[src/rtl/llsc_pkg.sv]
package llsc_pkg;
  typedef enum logic [1:0] {
    OP_LOAD  = 2'd0,
    OP_STORE = 2'd1,
    OP_LL    = 2'd2,
    OP_SC    = 2'd3
  } llsc_op_e;
endpackage

[src/rtl/llsc_line_table.sv]
module llsc_line_table #(
  parameter int ENTRIES = 8,
  parameter int TAG_W   = 23,
  parameter int ID_W    = 2,
  localparam int IDX_W  = $clog2(ENTRIES)
) (
  input  logic             clk,
  input  logic             rst,
  input  logic [IDX_W-1:0] rd_idx,
  output logic             rd_valid,
  output logic [TAG_W-1:0] rd_tag,
  output logic             rd_lock,
  output logic [ID_W-1:0]  rd_owner,
  input  logic             wr_en,
  input  logic             wr_lock,
  input  logic [ID_W-1:0]  wr_owner,
  input  logic             inv_valid,
  input  logic [IDX_W-1:0] inv_idx,
  input  logic [TAG_W-1:0] inv_tag,
  input  logic             alloc_valid,
  input  logic [IDX_W-1:0] alloc_idx,
  input  logic [TAG_W-1:0] alloc_tag,
  input  logic             evict_valid,
  input  logic [IDX_W-1:0] evict_idx,
  input  logic [TAG_W-1:0] evict_tag
);
  logic [ENTRIES-1:0] valid_q;
  logic [ENTRIES-1:0] lock_q;
  logic [TAG_W-1:0]   tag_q   [ENTRIES];
  logic [ID_W-1:0]    owner_q [ENTRIES];
  logic               inv_here;

  // invalidation is applied before the request sees the entry
  assign inv_here = inv_valid && (inv_idx == rd_idx) && valid_q[rd_idx] && (tag_q[rd_idx] == inv_tag);
  assign rd_valid = valid_q[rd_idx];
  assign rd_tag   = tag_q[rd_idx];
  assign rd_lock  = lock_q[rd_idx] && !inv_here;
  assign rd_owner = owner_q[rd_idx];

  always_ff @(posedge clk) begin
    if (rst) begin
      valid_q <= '0;
      lock_q  <= '0;
    end else begin
      for (int i = 0; i < ENTRIES; i++) begin
        if (alloc_valid && alloc_idx == IDX_W'(i)) begin
          valid_q[i] <= 1'b1;
          tag_q[i]   <= alloc_tag;
          lock_q[i]  <= 1'b0;
          owner_q[i] <= '0;
        end else if (evict_valid && evict_idx == IDX_W'(i) && valid_q[i] && tag_q[i] == evict_tag) begin
          valid_q[i] <= 1'b0;
          lock_q[i]  <= 1'b0;
        end else if (wr_en && rd_idx == IDX_W'(i)) begin
          lock_q[i]  <= wr_lock;
          owner_q[i] <= wr_owner;
        end else if (inv_valid && inv_idx == IDX_W'(i) && valid_q[i] && tag_q[i] == inv_tag) begin
          lock_q[i]  <= 1'b0;
        end
      end
    end
  end

  // reset leaves no entry valid or locked
  p_reset_clear_r1: assert property (@(posedge clk) disable iff (rst)
    $past(rst) |-> (lock_q == '0 && valid_q == '0));

  // an allocate always leaves its entry valid and unlocked
  p_alloc_clear_r10: assert property (@(posedge clk) disable iff (rst)
    (!$past(rst) && $past(alloc_valid)) |-> (valid_q[$past(alloc_idx)] && !lock_q[$past(alloc_idx)]));

  // a lock is never set without a write from the request path
  p_lock_only_by_req_r6: assert property (@(posedge clk) disable iff (rst)
    (!$past(rst) && !$past(wr_en)) |-> ((lock_q & ~$past(lock_q)) == '0));
endmodule

[src/rtl/llsc_decide.sv]
module llsc_decide
  import llsc_pkg::*;
#(
  parameter int TAG_W = 23,
  parameter int ID_W  = 2
) (
  input  logic [1:0]       op,
  input  logic [ID_W-1:0]  id,
  input  logic             present,
  input  logic [TAG_W-1:0] req_tag,
  input  logic             rd_valid,
  input  logic [TAG_W-1:0] rd_tag,
  input  logic             rd_lock,
  input  logic [ID_W-1:0]  rd_owner,
  output logic             ok,
  output logic             wr_en,
  output logic             wr_lock,
  output logic [ID_W-1:0]  wr_owner
);
  llsc_op_e op_e;
  logic     hit;
  logic     owned;

  assign op_e  = llsc_op_e'(op);
  assign hit   = present && rd_valid && (rd_tag == req_tag);
  assign owned = rd_lock && (rd_owner == id);

  always_comb begin
    ok       = 1'b1;
    wr_en    = 1'b0;
    wr_lock  = rd_lock;
    wr_owner = rd_owner;
    case (op_e)
      OP_LL: if (hit) begin
        wr_en    = 1'b1;
        wr_lock  = 1'b1;
        wr_owner = id;
      end
      OP_SC: if (hit) begin
        ok      = owned;
        wr_en   = 1'b1;
        wr_lock = 1'b0;
      end
      OP_STORE: if (hit && owned) begin
        wr_en   = 1'b1;
        wr_lock = 1'b0;
      end
      default: ;
    endcase
  end

  // only a store-conditional can fail
  always_comb begin
    if (!ok) a_fail_only_sc_r3: assert (op_e == OP_SC);
  end
endmodule

[src/rtl/llsc_resv_tracker.sv]
module llsc_resv_tracker
  import llsc_pkg::*;
#(
  parameter int ADDR_W     = 32,
  parameter int LINE_BYTES = 64,
  parameter int ENTRIES    = 8,
  parameter int ID_W       = 2,
  parameter int WORD_W     = 32
) (
  input  logic              clk,
  input  logic              rst,
  input  logic              req_valid_i,
  output logic              req_ready_o,
  input  logic [1:0]        req_op_i,
  input  logic [ADDR_W-1:0] req_addr_i,
  input  logic [ID_W-1:0]   req_id_i,
  input  logic              req_present_i,
  input  logic              inv_valid_i,
  input  logic [ADDR_W-1:0] inv_addr_i,
  input  logic              alloc_valid_i,
  input  logic [ADDR_W-1:0] alloc_addr_i,
  input  logic              evict_valid_i,
  input  logic [ADDR_W-1:0] evict_addr_i,
  output logic              rsp_valid_o,
  output logic              rsp_ok_o,
  output logic [WORD_W-1:0] rsp_word_o
);
  localparam int OFF_W = $clog2(LINE_BYTES);
  localparam int IDX_W = $clog2(ENTRIES);
  localparam int TAG_W = ADDR_W - OFF_W - IDX_W;

  logic             fire;
  logic             rd_valid, rd_lock, ok, wr_en, wr_lock;
  logic [TAG_W-1:0] rd_tag;
  logic [ID_W-1:0]  rd_owner, wr_owner;
  logic [1:0]       rsp_op_q;
  logic             unused_offsets;

  assign unused_offsets = ^{req_addr_i[OFF_W-1:0], inv_addr_i[OFF_W-1:0],
                            alloc_addr_i[OFF_W-1:0], evict_addr_i[OFF_W-1:0]};
  assign req_ready_o = !rst;
  assign fire        = req_valid_i && req_ready_o;

  llsc_line_table #(.ENTRIES(ENTRIES), .TAG_W(TAG_W), .ID_W(ID_W)) u_table (
    .clk         (clk),
    .rst         (rst),
    .rd_idx      (req_addr_i[OFF_W +: IDX_W]),
    .rd_valid    (rd_valid),
    .rd_tag      (rd_tag),
    .rd_lock     (rd_lock),
    .rd_owner    (rd_owner),
    .wr_en       (wr_en && fire),
    .wr_lock     (wr_lock),
    .wr_owner    (wr_owner),
    .inv_valid   (inv_valid_i),
    .inv_idx     (inv_addr_i[OFF_W +: IDX_W]),
    .inv_tag     (inv_addr_i[ADDR_W-1 -: TAG_W]),
    .alloc_valid (alloc_valid_i),
    .alloc_idx   (alloc_addr_i[OFF_W +: IDX_W]),
    .alloc_tag   (alloc_addr_i[ADDR_W-1 -: TAG_W]),
    .evict_valid (evict_valid_i),
    .evict_idx   (evict_addr_i[OFF_W +: IDX_W]),
    .evict_tag   (evict_addr_i[ADDR_W-1 -: TAG_W])
  );

  llsc_decide #(.TAG_W(TAG_W), .ID_W(ID_W)) u_decide (
    .op       (req_op_i),
    .id       (req_id_i),
    .present  (req_present_i),
    .req_tag  (req_addr_i[ADDR_W-1 -: TAG_W]),
    .rd_valid (rd_valid),
    .rd_tag   (rd_tag),
    .rd_lock  (rd_lock),
    .rd_owner (rd_owner),
    .ok       (ok),
    .wr_en    (wr_en),
    .wr_lock  (wr_lock),
    .wr_owner (wr_owner)
  );

  always_ff @(posedge clk) begin
    if (rst) begin
      rsp_valid_o <= 1'b0;
      rsp_ok_o    <= 1'b0;
      rsp_word_o  <= '0;
      rsp_op_q    <= 2'd0;
    end else begin
      rsp_valid_o <= fire;
      if (fire) begin
        rsp_ok_o   <= ok;
        rsp_word_o <= WORD_W'((req_op_i == OP_SC) && ok);
        rsp_op_q   <= req_op_i;
      end
    end
  end

  // a response pulse only follows an accepted request
  p_rsp_follows_r9: assert property (@(posedge clk) disable iff (rst)
    rsp_valid_o |-> $past(req_valid_i && req_ready_o));

  // load-linked always reports success
  p_ll_ok_r2: assert property (@(posedge clk) disable iff (rst)
    (rsp_valid_o && rsp_op_q == OP_LL) |-> rsp_ok_o);

  // result word mirrors the store-conditional outcome, zero otherwise
  p_sc_word_r3: assert property (@(posedge clk) disable iff (rst)
    rsp_valid_o |-> (rsp_word_o == WORD_W'((rsp_op_q == OP_SC) && rsp_ok_o)));

  // ordinary stores always report success
  p_store_ok_r5: assert property (@(posedge clk) disable iff (rst)
    (rsp_valid_o && rsp_op_q == OP_STORE) |-> rsp_ok_o);
endmodule

[config.mk]
export PLATFORM = sky130hd
export DESIGN_NAME = llsc_resv_tracker
export DESIGN_NICKNAME = d
export VERILOG_FILES = /design/src/rtl/llsc_pkg.sv /design/src/rtl/llsc_line_table.sv /design/src/rtl/llsc_decide.sv /design/src/rtl/llsc_resv_tracker.sv
export SDC_FILE = /design/constraint.sdc
export NUM_CORES = 1
export LEC_CHECK = 0
export CAP_MARGIN = 20
export CORE_ASPECT_RATIO = 1.2
export CORE_MARGIN = 2
export CORE_UTILIZATION = 50
export DETAILED_ROUTE_END_ITERATION = 10
export PLACE_DENSITY = 0.73
export SYNTH_ARGS = -nofsm -noshare
export SYNTH_HDL_FRONTEND = slang
export SYNTH_SLANG_ARGS = --single-unit
[constraint.sdc]
create_clock -name clk -period 3.81 [get_ports clk]
set_input_delay 0.5715 -clock clk [delete_from_list [all_inputs] [get_ports clk]]
set_output_delay 0.5715 -clock clk [all_outputs]
set_load 0.02 [all_outputs]
==> results of run 1 <==
Yosys cell counts (all sizes together) (10+ instances only):
cell type and count:
mux2 14, nor4 42, inv 13, nor2 22
a22oi 11, nand2 20, nor3 38, clkbuf 45
buf 61, nand3 19, xor2 155, nand4 76
mux4 25, mux2i 42, dfxtp 19, o21ai 14
edfxtp 200, nand2b 10, xnor2 251, a21o 11
a21oi 19
power by group:
| group | leakage, nW | switching (mW) | internal, mW | total (mW) |
|---|---|---|---|---|
| combinational | 3.69 | 0.720 | 0.518 | 1.24 |
| sequential | 1.97 | 0.0633 | 2.67 | 2.73 |
| clock | 0.385 | 1.06 | 1.34 | 2.40 |
worst max path at each step:
stage | slack [ns] | cells after the start | start | to
final | 0.24 | 13 | req_addr_i[6] | u_table.owner_q[1][1]$_SDFFCE_PN0P_
after global routing | 0.07 | 15 | req_addr_i[7] | u_table.owner_q[5][1]$_SDFFCE_PN0P_
after CTS | 0.35 | 12 | req_addr_i[6] | u_table.owner_q[6][1]$_SDFFCE_PN0P_
after detailed placement | -0.21 | 12 | req_addr_i[6] | u_table.owner_q[5][1]$_SDFFCE_PN0P_
after global placement | -0.17 | 13 | req_addr_i[6] | u_table.owner_q[1][0]$_SDFFCE_PN0P_
after floorplan | 0.33 | 5 | rst | u_table.owner_q[4][0]$_SDFFCE_PN0P_
cell type report:
cell class,count,area [um2],area share
antenna,1,2.50,0.000142
multi-input combinational,904,7410,0.421
tap,385,482,0.0274
inverter,14,52.6,0.00298
sequential,219,6390,0.363
clock inverter,16,151,0.00860
clock buffer,27,633,0.0359
timing repair buffer,284,2490,0.141
routing by layer:
layer / global-route usage / share of wire
met2: 0.671 / 0.44
met4: 0.332 / 0.099
met5: 0 / 0.00041
met3: 0.0909 / 0.10
met1: 0.525 / 0.36
kinds of logic after synthesis:
family          share of synthesized area
xor+xnor                            0.247
simple gates                        0.111
flops                               0.444
compound gates                     0.0628
buf+inv                            0.0491
mux                                0.0848
other cells                      0.000261
registers in the layout (all words and copies together), names as in the netlist:
register and cells:
rsp_ok_o 1, rsp_valid_o 1, rsp_word_o 1, u_table.lock_q 8, u_table.owner_q 16, u_table.tag_q 184
u_table.valid_q 8
critical path, stage by stage:
cell and delay, ns:
buf_2 0.42, buf_4 0.26, mux4_2 0.51, mux2i_2 0.27, xnor2_1 0.10, nor2_1 0.26
nand4b_1 0.13, buf_4 0.18, nor4_2 0.30, a21oi_2 0.13, a31o_4 0.34, nand3_4 0.19
o22ai_1 0.15
stage by stage:
step | TNS [ns] | hold slack (ns)
6_report | 0 | 0.483
4_1_cts | 0 | 0.484
5_1_grt | 0 | 0.495
3_3_place_gp | -4.80 | 0.462
3_5_place_dp | -5.53 | 0.473
2_1_floorplan | 0 | 0.463
==> metrics.csv, run 1 <==
stage,metric,value,unit
outcome,status,"complete, no violations",
power_and_ir_drop,power_density,362,nW/um2
yosys,syn-cell-area,14400,um2
sta,drv_slew,0,
sta,fmaxAchievable,280,MHz
yosys,syn_area_per_cell,11.8,um2
yosys,ys_types,75,
worst_hold_path,min_to,rsp_word_o[0]$_SDFFE_PP0P_,
clocking,postCtsSetupBuffers,0,
yosys,syn_inst,1213,
critical_path,rr_startpoint,u_table.tag_q[7][7]$_DFFE_PP_,
run,maxCapViolations,0,
yosys,synth_edf_count,200,
sta,finClkSkew,0.0259,ns
global_routing,first_global_vias,11700,
clocking,hold_buffers,0,
power_and_ir_drop,p_total,6.37,mW
clocking,cts.sinks,219,
floorplanning,start_util,0.504,
global_routing,grt_max_degree,26,
final_layout,final_cell_mix,"xnor2_1, edfxtp_1, buf_4",
floorplanning,die_h,190,um
placement,placed_area,16800,um2
clocking,clock-root-buffer,clkbuf_16,
clocking,cts_max_level,1,
critical_path,critPathCaptureType,flip-flop,
worst_hold_path,min_delay_path_depth,2,
detailed_routing,first_pass_iters,8,
critical_path,cp_data_arrival_time,3.84,ns
sta,final.period_utilization,0.937,
sta,setup_viol,0,
detailed_routing,drc,0,
floorplanning,die-width,159,um
critical_path,cp-start-kind,input pin,
power_and_ir_drop,max-vdd-ir-drop,0.000442,V
clocking,cts_tree,yes,
global_routing,antenna_found_initial,3,
placement,hpwl,52100,um
critical_path,r2r_cells,9,
floorplanning,die_area,30100,um2
placement,place_ws,-0.211,ns
final_layout,final_common_cell,xnor2_1,
global_routing,grt_pass1_wl,89200,um
worst_hold_path,hold_path.class,reg -> reg,
yosys,synth_area_leaders,"edfxtp_1, xnor2_1, xor2_1",
sta,rsz0062_at_grt,false,
clocking,clk_latency,0.55,ns
clocking,cts_buffer_depth,3,
detailed_routing,drt-total-wl,65500,um
final_layout,design_area,17600,um2
floorplanning,core,28500,um2
detailed_routing,wl_per_cell,35.4,um
sta,slew_headroom,0.441,
critical_path,r2r_setup_slack,0.38,ns
sta,hold_violations,0,
final_layout,fin_util,0.618,
global_routing,grt_usage,0.430,
sta,fin_crit,3.57,ns
detailed_routing,via_per_inst,6.43,
detailed_routing,drtIter0Drc,1634,
final_layout,stdcell_count,1850,
yosys,ys.flop_type,edfxtp_1,
yosys,synth_area_leader_cell,edfxtp_1,
placement,portBuffers,118,
global_routing,grt-ovfl-total,0,
placement,dp_cells,1806,
detailed_routing,vias,11900,
final_layout,fill_cells,2423,
yosys,ys_async_sr_fraction,0,
final_layout,synthToLayoutAreaGrowth,22.6,%
yosys,yosys_warnings,0,
sta,finalWorstSetupSlack,0.242,ns
placement,place_congestion,1.11,
clocking,numCtsBuffers,24,
floorplanning,row_count,68,
final_layout,fin_nets,1586,
yosys,synth-seq-cells,219,
worst_hold_path,hp-start,rsp_word_o[0]$_SDFFE_PP0P_,
critical_path,crit_type,in -> reg,
power_and_ir_drop,p_leak,6.05,nW
clocking,ctsResizeCount,0,
sta,tightest_slew,0.835,ns
yosys,yosys.area.top_type_share,0.418,
detailed_routing,ant_nets,0,
clocking,clk_pin_slew,0.07,ns
floorplanning,io_pins,174,
critical_path,path_max_fanout,18,
critical_path,rr_endpoint,u_table.owner_q[6][1]$_SDFFCE_PN0P_,
critical_path,crit_required,4.09,ns
yosys,ys_seq_area_frac,0.444,
final_layout,drive_above_1_share,0.197,
No activity file was read; power rests on OpenSTA's default activity.
==> inputs of run 2 (changes only) <==
--- a/config.mk
+++ b/config.mk
@@ -5,12 +5,13 @@
 export SDC_FILE = /design/constraint.sdc
 export NUM_CORES = 1
 export LEC_CHECK = 0
-export CAP_MARGIN = 20
+export ABC_AREA = 1
+export CAP_MARGIN = 15
 export CORE_ASPECT_RATIO = 1.2
 export CORE_MARGIN = 2
 export CORE_UTILIZATION = 50
 export DETAILED_ROUTE_END_ITERATION = 10
-export PLACE_DENSITY = 0.73
+export PLACE_DENSITY = 0.72
 export SYNTH_ARGS = -nofsm -noshare
 export SYNTH_HDL_FRONTEND = slang
 export SYNTH_SLANG_ARGS = --single-unit
==> run 2 against run 1 <==
Fmax up 11%. Design area up 3.5%. Clock skew up 0.0083 ns. Sequential share of layout area down 1.2 points. Setup slack better by 0.36 ns. Routed wire length up 6.9%. Sequential cell count unchanged. Non-clock buffer count down 71. Sequential power about the same. Via count up 33%.
==> metrics.csv, run 2 <==
stage,metric,value,unit,change
detailed_routing,via_per_inst,6.09,,-5.4%
yosys,synth_common_cells,"nand2_1, edfxtp_1, inv_1",,
critical_path,cp-start-kind,input pin,,
power_and_ir_drop,power_density,349,nW/um2,-3.4%
final_layout,largest_register,u_table.tag_q,,
final_layout,design_area,18200,um2,+3.5%
floorplanning,row_count,70,,+2.9%
placement,placed_area,17400,um2,+3.5%
detailed_routing,first_pass_iters,6,,-2
critical_path,r2r_setup_slack,0.76,ns,+0.38 ns
floorplanning,start_util,0.509,,+0.00445
clocking,hold_buffers,0,,unchanged
global_routing,grt_pass1_wl,99200,um,+11%
floorplanning,die_h,197,um,+3.8%
run,maxCapViolations,0,,unchanged
clocking,clk_pin_slew,0.07,ns,about the same
yosys,ys.flop_type,edfxtp_1,,
floorplanning,die_area,32400,um2,+7.7%
detailed_routing,wl_per_cell,26.9,um,-24%
detailed_routing,drt-total-wl,70000,um,+6.9%
critical_path,critPathCaptureType,flip-flop,,
sta,rsz0062_at_grt,false,,
power_and_ir_drop,max-vdd-ir-drop,0.000436,V,-1.3%
final_layout,fin_nets,2330,,+47%
clocking,numCtsBuffers,23,,-4.2%
critical_path,path_cells,buf_2 -> inv_2 -> nand2_2 -> inv_2 -> nand2_1 -> nand3_1 -> nand3_1 -> nand2_1 -> nor2_1 -> nand2_1 -> nor2_1 -> nand3_1 -> nand3_1 -> nand2_2 -> nand2_2 -> nor2_4 -> nand2_1 -> o21ai_1,,
floorplanning,core,30500,um2,+6.9%
critical_path,slowest_delay,0.46,ns,-0.05 ns
clocking,postCtsSetupBuffers,0,,unchanged
sta,drv_slew,0,,unchanged
clocking,cts.sinks,219,,unchanged
placement,place_congestion,1.08,,-2.4%
sta,finClkSkew,0.0343,ns,+0.00834 ns
final_layout,seq_area,6390,um2,unchanged
sta,fin_crit,3.21,ns,-0.356 ns
power_and_ir_drop,p_total,6.37,mW,about the same
global_routing,grt_max_degree,61,,+130%
yosys,ys_seq_area_frac,0.412,,-0.0325
sta,fin_setup_tns,0,ns,unchanged
clocking,cts_buffer_depth,3,,unchanged
global_routing,grt_usage,0.432,,+0.00210
yosys,synth_area_leaders,"edfxtp_1, nand2_1, xor2_1",,
outcome,status,"complete, no violations",,
yosys,synth_area_leader_cell,edfxtp_1,,
critical_path,crit_required,4.03,ns,-0.06 ns
final_layout,drive_above_1_share,0.0811,,-0.116
clocking,cts_tree,yes,,
yosys,yosys_warnings,0,,unchanged
final_layout,synthToLayoutAreaGrowth,17.6,%,
yosys,synth-seq-cells,219,,unchanged
yosys,ys_async_sr_fraction,0,,unchanged
detailed_routing,drc,0,,unchanged
critical_path,cp_slowest_cell,inv_2,,
final_layout,largest_reg_flops,184,,unchanged
yosys,synth_edf_count,200,,unchanged
final_layout,final_common_cell,nand2_1,,
placement,hpwl,54500,um,+4.5%
yosys,syn-cell-area,15500,um2,+7.9%
yosys,yosys.area.top_type_share,0.387,,-0.0305
clocking,clock-root-buffer,clkbuf_16,,
global_routing,antenna_found_initial,1,,-2
global_routing,grt-ovfl-total,0,,unchanged
clocking,ctsResizeCount,0,,unchanged
yosys,ys_types,50,,-33%
critical_path,path_max_fanout,15,,-3
sta,tightest_slew,0.944,ns,+0.108 ns
yosys,synth_most_common_cell,nand2_1,,
sta,slew_headroom,0.370,,-0.0710
sta,fmaxAchievable,311,MHz,+11%
power_and_ir_drop,p_leak,7.65,nW,+27%
yosys,syn_inst,2039,,+68%
global_routing,first_global_vias,14900,,+27%
detailed_routing,ant_nets,0,,unchanged
yosys,syn_area_per_cell,7.60,um2,-36%
sta,final.period_utilization,0.843,,-0.0934
worst_hold_path,hold_path.class,reg -> reg,,
critical_path,cp_data_arrival_time,3.43,ns,-0.41 ns
final_layout,num_antenna_cells,0,,-1
floorplanning,die-width,165,um,+3.8%
detailed_routing,drtIter0Drc,2388,,+46%
clocking,clk_latency,0.56,ns,about the same
detailed_routing,vias,15800,,+33%
final_layout,reg_top3,"u_table.tag_q: 184 flops, u_table.owner_q: 16 flops",,
critical_path,critPathBufInv,3,,unchanged
clocking,cts_max_level,1,,unchanged
sta,setup_viol,0,,unchanged
final_layout,multiInputGateArea,7820,um2,+5.4%
sta,hold_violations,0,,unchanged
critical_path,critPathTopFamily,simple AND/OR/NAND/NOR gates,,
critical_path,crit_type,in -> reg,,
floorplanning,io_pins,174,,unchanged
final_layout,final_cell_mix,"nand2_1, edfxtp_1, inv_1",,
final_layout,fill_cells,2771,,+14%
placement,portBuffers,118,,unchanged
==> run 2: changes by cell type in the layout (fill, tap and decap cells not counted), sizes merged, moves of 50 or more <==
cell	change
nor2	+153
buf	-72
nand3	+116
o21ai	+57
xnor2	-169
inv	+179
nand2	+628
xor2	-50
==> run 2: worst reg2reg max path: cells and delay by family (launching register included) <==
kind,cells,cell delay (ns)
AOI/OAI and AO/OA,1,0.13
buffers and inverters,1,0.20
and+or+nand+nor,14,1.92
DFF,1,0.51
==> run 2: final timing paths <==
| check | start | endpoint | cells past startpoint |
|---|---|---|---|
| worst max-delay path | req_addr_i[7] | u_table.owner_q[5][0]$_SDFFCE_PN0P_ | 18 |
| worst min-delay path | rsp_ok_o$_SDFFE_PP0P_ | rsp_ok_o$_SDFFE_PP0P_ | 2 |
| worst max register to register | u_table.tag_q[2][1]$_DFFE_PP_ | u_table.owner_q[5][0]$_SDFFCE_PN0P_ | 16 |
| worst min register to register | rsp_ok_o$_SDFFE_PP0P_ | rsp_ok_o$_SDFFE_PP0P_ | 2 |
==> run 2: routing by layer <==
| metal | up-vias | routed length, um | track usage |
|---|---|---|---|
| met3 | 255 | 8260 | 0.0932 |
| met5 | - | 13 | 0 |
| met4 | 2 | 5200 | 0.254 |
| met1 | 7349 | 26200 | 0.560 |
| met2 | 1200 | 30400 | 0.665 |
| li1 | 7034 | - | - |
==> run 2: final cells by class <==
cell class / instances / area share
Clock buffer: 25 / 0.0320
Clock inverter: 15 / 0.0125
Inverter: 200 / 0.0413
Multi-Input combinational cell: 1534 / 0.429
Sequential cell: 219 / 0.350
Tap cell: 396 / 0.0272
Timing Repair Buffer: 213 / 0.108
==> run 2: kinds of logic after synthesis <==
family,after synthesis,synth area share
compound gates,183,0.0739
xor+xnor,187,0.106
buf+inv,316,0.0918
flops,219,0.412
other cells,1,0.000242
simple gates,1133,0.316
==> run 2: where the power goes <==
| part | switching (mW) | internal, mW |
|---|---|---|
| sequential | 0.0656 | 2.67 |
| clock | 1.01 | 1.45 |
| combinational | 0.766 | 0.402 |
==> run 2: per-stage QoR <==
| step | cells | hold slack, ns | util | worst slack (ns) |
|---|---|---|---|---|
| after global placement | 2562 | 0.484 | 0.571 | 0.282 |
| final | 2602 | 0.512 | 0.598 | 0.598 |
| after CTS | 2602 | 0.513 | 0.598 | 0.753 |
| after floorplan | 2069 | 0.452 | - | 1.15 |
| after global routing | 2602 | 0.553 | 0.598 | 0.418 |
| after detailed placement | 2562 | 0.496 | 0.571 | 0.201 |
==> inputs of run 3 (changes only) <==
==> constraint.sdc (replaced) <==
create_clock -name clk -period 3.2 [get_ports clk]
set_input_delay 0.48 -clock clk [delete_from_list [all_inputs] [get_ports clk]]
set_output_delay 0.48 -clock clk [all_outputs]
set_load 0.02 [all_outputs]
==> run 3 against run 2 <==
Sequential cell count unchanged. Die area unchanged. Non-clock buffer count is 117 higher. Design area increased by 4.6%. Sequential power rose by 19%. Final cell count rose by 4.5%. Routed wire length is 0.76% higher. Sequential share of layout area fell by 1.5 points. Register-to-register slack got worse by 0.49 ns. Critical path type unchanged. Largest power group unchanged.
==> metrics.csv, run 3 (synthesis results as in run 2) <==
stage,metric,value,unit,change
placement,portBuffers,118,,unchanged
detailed_routing,first_pass_iters,6,,unchanged
sta,drv_slew,0,,unchanged
final_layout,drive_above_1_share,0.126,,+0.0446
critical_path,crit_type,in -> reg,,
final_layout,num_antenna_cells,0,,unchanged
floorplanning,die_h,197,um,unchanged
sta,fin_crit,2.94,ns,
power_and_ir_drop,p_leak,8.19,nW,+7.0%
final_layout,fin_nets,2446,,+5.0%
sta,finalWorstSetupSlack,0.258,ns,-0.340 ns
detailed_routing,drc,0,,unchanged
power_and_ir_drop,max-vdd-ir-drop,0.000555,V,+27%
sta,finClkSkew,0.0121,ns,-0.0222 ns
final_layout,design_area,19100,um2,+4.6%
clocking,cts.sinks,219,,unchanged
critical_path,crit_required,3.62,ns,-0.41 ns
clocking,clk_latency,0.53,ns,-0.03 ns
critical_path,path_cells,clkdlybuf4s50_1 -> buf_4 -> xor2_1 -> a2111oi_0 -> buf_4 -> nand4_1 -> nor3_1 -> buf_4 -> a41oi_1 -> a21oi_1 -> nor2_1,,
final_layout,final_common_cell,nand2_1,,
clocking,clock-root-buffer,clkbuf_16,,
outcome,status,"complete, no violations",,
global_routing,first_global_vias,15300,,+3.0%
clocking,ctsResizeCount,0,,unchanged
sta,slew_headroom,0.267,,-0.103
critical_path,cp_slowest_cell,a2111oi_0,,
detailed_routing,vias,16300,,+2.8%
floorplanning,io_pins,174,,unchanged
final_layout,final_cell_mix,"nand2_1, buf_4, edfxtp_1",,
clocking,cts_max_level,1,,unchanged
global_routing,grt_max_degree,51,,-16%
sta,fmaxAchievable,340,MHz,
global_routing,grt-ovfl-total,0,,unchanged
sta,setup_viol,0,,unchanged
final_layout,largest_reg_flops,184,,unchanged
detailed_routing,wl_per_cell,26.0,um,-3.5%
detailed_routing,ant_nets,0,,unchanged
floorplanning,core,30500,um2,unchanged
clocking,clk_pin_slew,0.07,ns,about the same
critical_path,cp-start-kind,input pin,,
critical_path,cp_data_arrival_time,3.37,ns,-0.06 ns
final_layout,multiInputGateArea,7820,um2,unchanged
sta,hold_violations,0,,unchanged
power_and_ir_drop,power_density,382,nW/um2,+9.4%
placement,placed_area,18400,um2,+5.5%
floorplanning,start_util,0.509,,unchanged
final_layout,largest_register,u_table.tag_q,,
placement,place_congestion,1.08,,+0.58%
floorplanning,die-width,165,um,unchanged
final_layout,reg_top3,"u_table.tag_q: 184 flops, u_table.owner_q: 16 flops",,
detailed_routing,drtIter0Drc,2449,,+2.6%
sta,tightest_slew,1.07,ns,+0.128 ns
clocking,numCtsBuffers,22,,-4.3%
global_routing,antenna_found_initial,2,,+1
clocking,cts_buffer_depth,3,,unchanged
floorplanning,row_count,70,,unchanged
critical_path,critPathCaptureType,flip-flop,,
final_layout,fill_cells,2738,,-1.2%
sta,rsz0062_at_grt,false,,
floorplanning,die_area,32400,um2,unchanged
global_routing,grt_pass1_wl,101000,um,+1.5%
placement,hpwl,56600,um,+3.9%
sta,fin_setup_tns,0,ns,unchanged
global_routing,grt_usage,0.436,,+0.00389
placement,place_ws,-0.169,ns,-0.370 ns
clocking,cts_tree,yes,,
worst_hold_path,hold_path.class,reg -> reg,,
critical_path,critPathTopFamily,buffers and inverters,,
final_layout,seq_area,6390,um2,unchanged
final_layout,synthToLayoutAreaGrowth,22.9,%,
detailed_routing,drt-total-wl,70600,um,+0.76%
detailed_routing,via_per_inst,5.99,,-1.6%
clocking,hold_buffers,0,,unchanged
critical_path,critPathBufInv,4,,+1
critical_path,path_max_fanout,6,,-9
critical_path,slowest_delay,0.85,ns,+0.39 ns
clocking,postCtsSetupBuffers,0,,unchanged
sta,final.period_utilization,0.919,,
run,maxCapViolations,0,,unchanged
critical_path,cp_common_cell,buf_4,,
[run 3: cell types whose count changed in the layout (fill, tap and decap cells not counted)]
cell and delta:
buf_4 +111, buf_12 +6, bufinv_16 -4, clkinv_1 +2
clkinv_2 +2, clkinvlp_4 -2, clkbuf_1 +1, clkinv_8 -1
inv_6 +1
[run 3: where the power goes]
| part | total (mW) | switching [mW] | internal [mW] | leakage (nW) |
|---|---|---|---|---|
| combinational | 1.52 | 0.929 | 0.590 | 5.88 |
| sequential | 3.26 | 0.0788 | 3.18 | 1.97 |
| clock | 2.51 | 1.11 | 1.40 | 0.335 |
| total | 7.28 | 2.12 | 5.17 | 8.19 |
[run 3: path summary, 6_finish.rpt]
| kind | from | cells past startpoint | slack (ns) | end |
|---|---|---|---|---|
| setup / recovery | inv_addr_i[31] | 11 | 0.26 | u_table.lock_q[7]$_SDFFE_PP0P_ |
| hold / removal | rsp_ok_o$_SDFFE_PP0P_ | 2 | 0.51 | rsp_ok_o$_SDFFE_PP0P_ |
| setup reg to reg | u_table.tag_q[2][17]$_DFFE_PP_ | 18 | 0.27 | u_table.owner_q[6][1]$_SDFFCE_PN0P_ |
| hold reg to reg | rsp_ok_o$_SDFFE_PP0P_ | 2 | 0.51 | rsp_ok_o$_SDFFE_PP0P_ |
[run 3: area by class of cell]
class                           count  share of cell area
Clock inverter                     13             0.00538
Timing Repair Buffer              330               0.153
Clock buffer                       26              0.0308
Tap cell                          396              0.0260
Multi-Input combinational cell   1534               0.410
Inverter                          200              0.0395
Sequential cell                   219               0.335
[run 3: metal layers]
metal	track usage	wire, um	vias to the layer above
met5	0	21	-
met4	0.243	4890	4
met3	0.0896	8310	240
met2	0.675	30700	1200
met1	0.569	26700	7582
li1	-	-	7261
[run 3: worst register-to-register path, cell delays in order (launching register included)]
cell	delay, ns
edfxtp_1	0.65
nand2_1	0.11
nand2_1	0.07
nand2_1	0.05
nand3_1	0.15
nand2_1	0.09
nand2_1	0.18
nand2_1	0.10
nor2_1	0.11
nand3_1	0.08
nor2_1	0.12
nand3_2	0.15
buf_4	0.17
inv_2	0.06
nand2_2	0.09
nand2_1	0.09
o21ai_2	0.05
buf_4	0.16
nor3_1	0.24
[run 3: metrics by stage]
stage | hold slack, ns | power, mW | util | std cells
6_report | 0.512 | 7.28 | 0.625 | 2718
5_1_grt | 0.559 | 7.49 | 0.625 | 2718
4_1_cts | 0.515 | 7.25 | 0.625 | 2718
3_5_place_dp | 0.499 | 4.78 | 0.603 | 2679
3_3_place_gp | 0.486 | 4.76 | 0.603 | 2679
2_1_floorplan | 0.452 | 4.06 | - | 2069
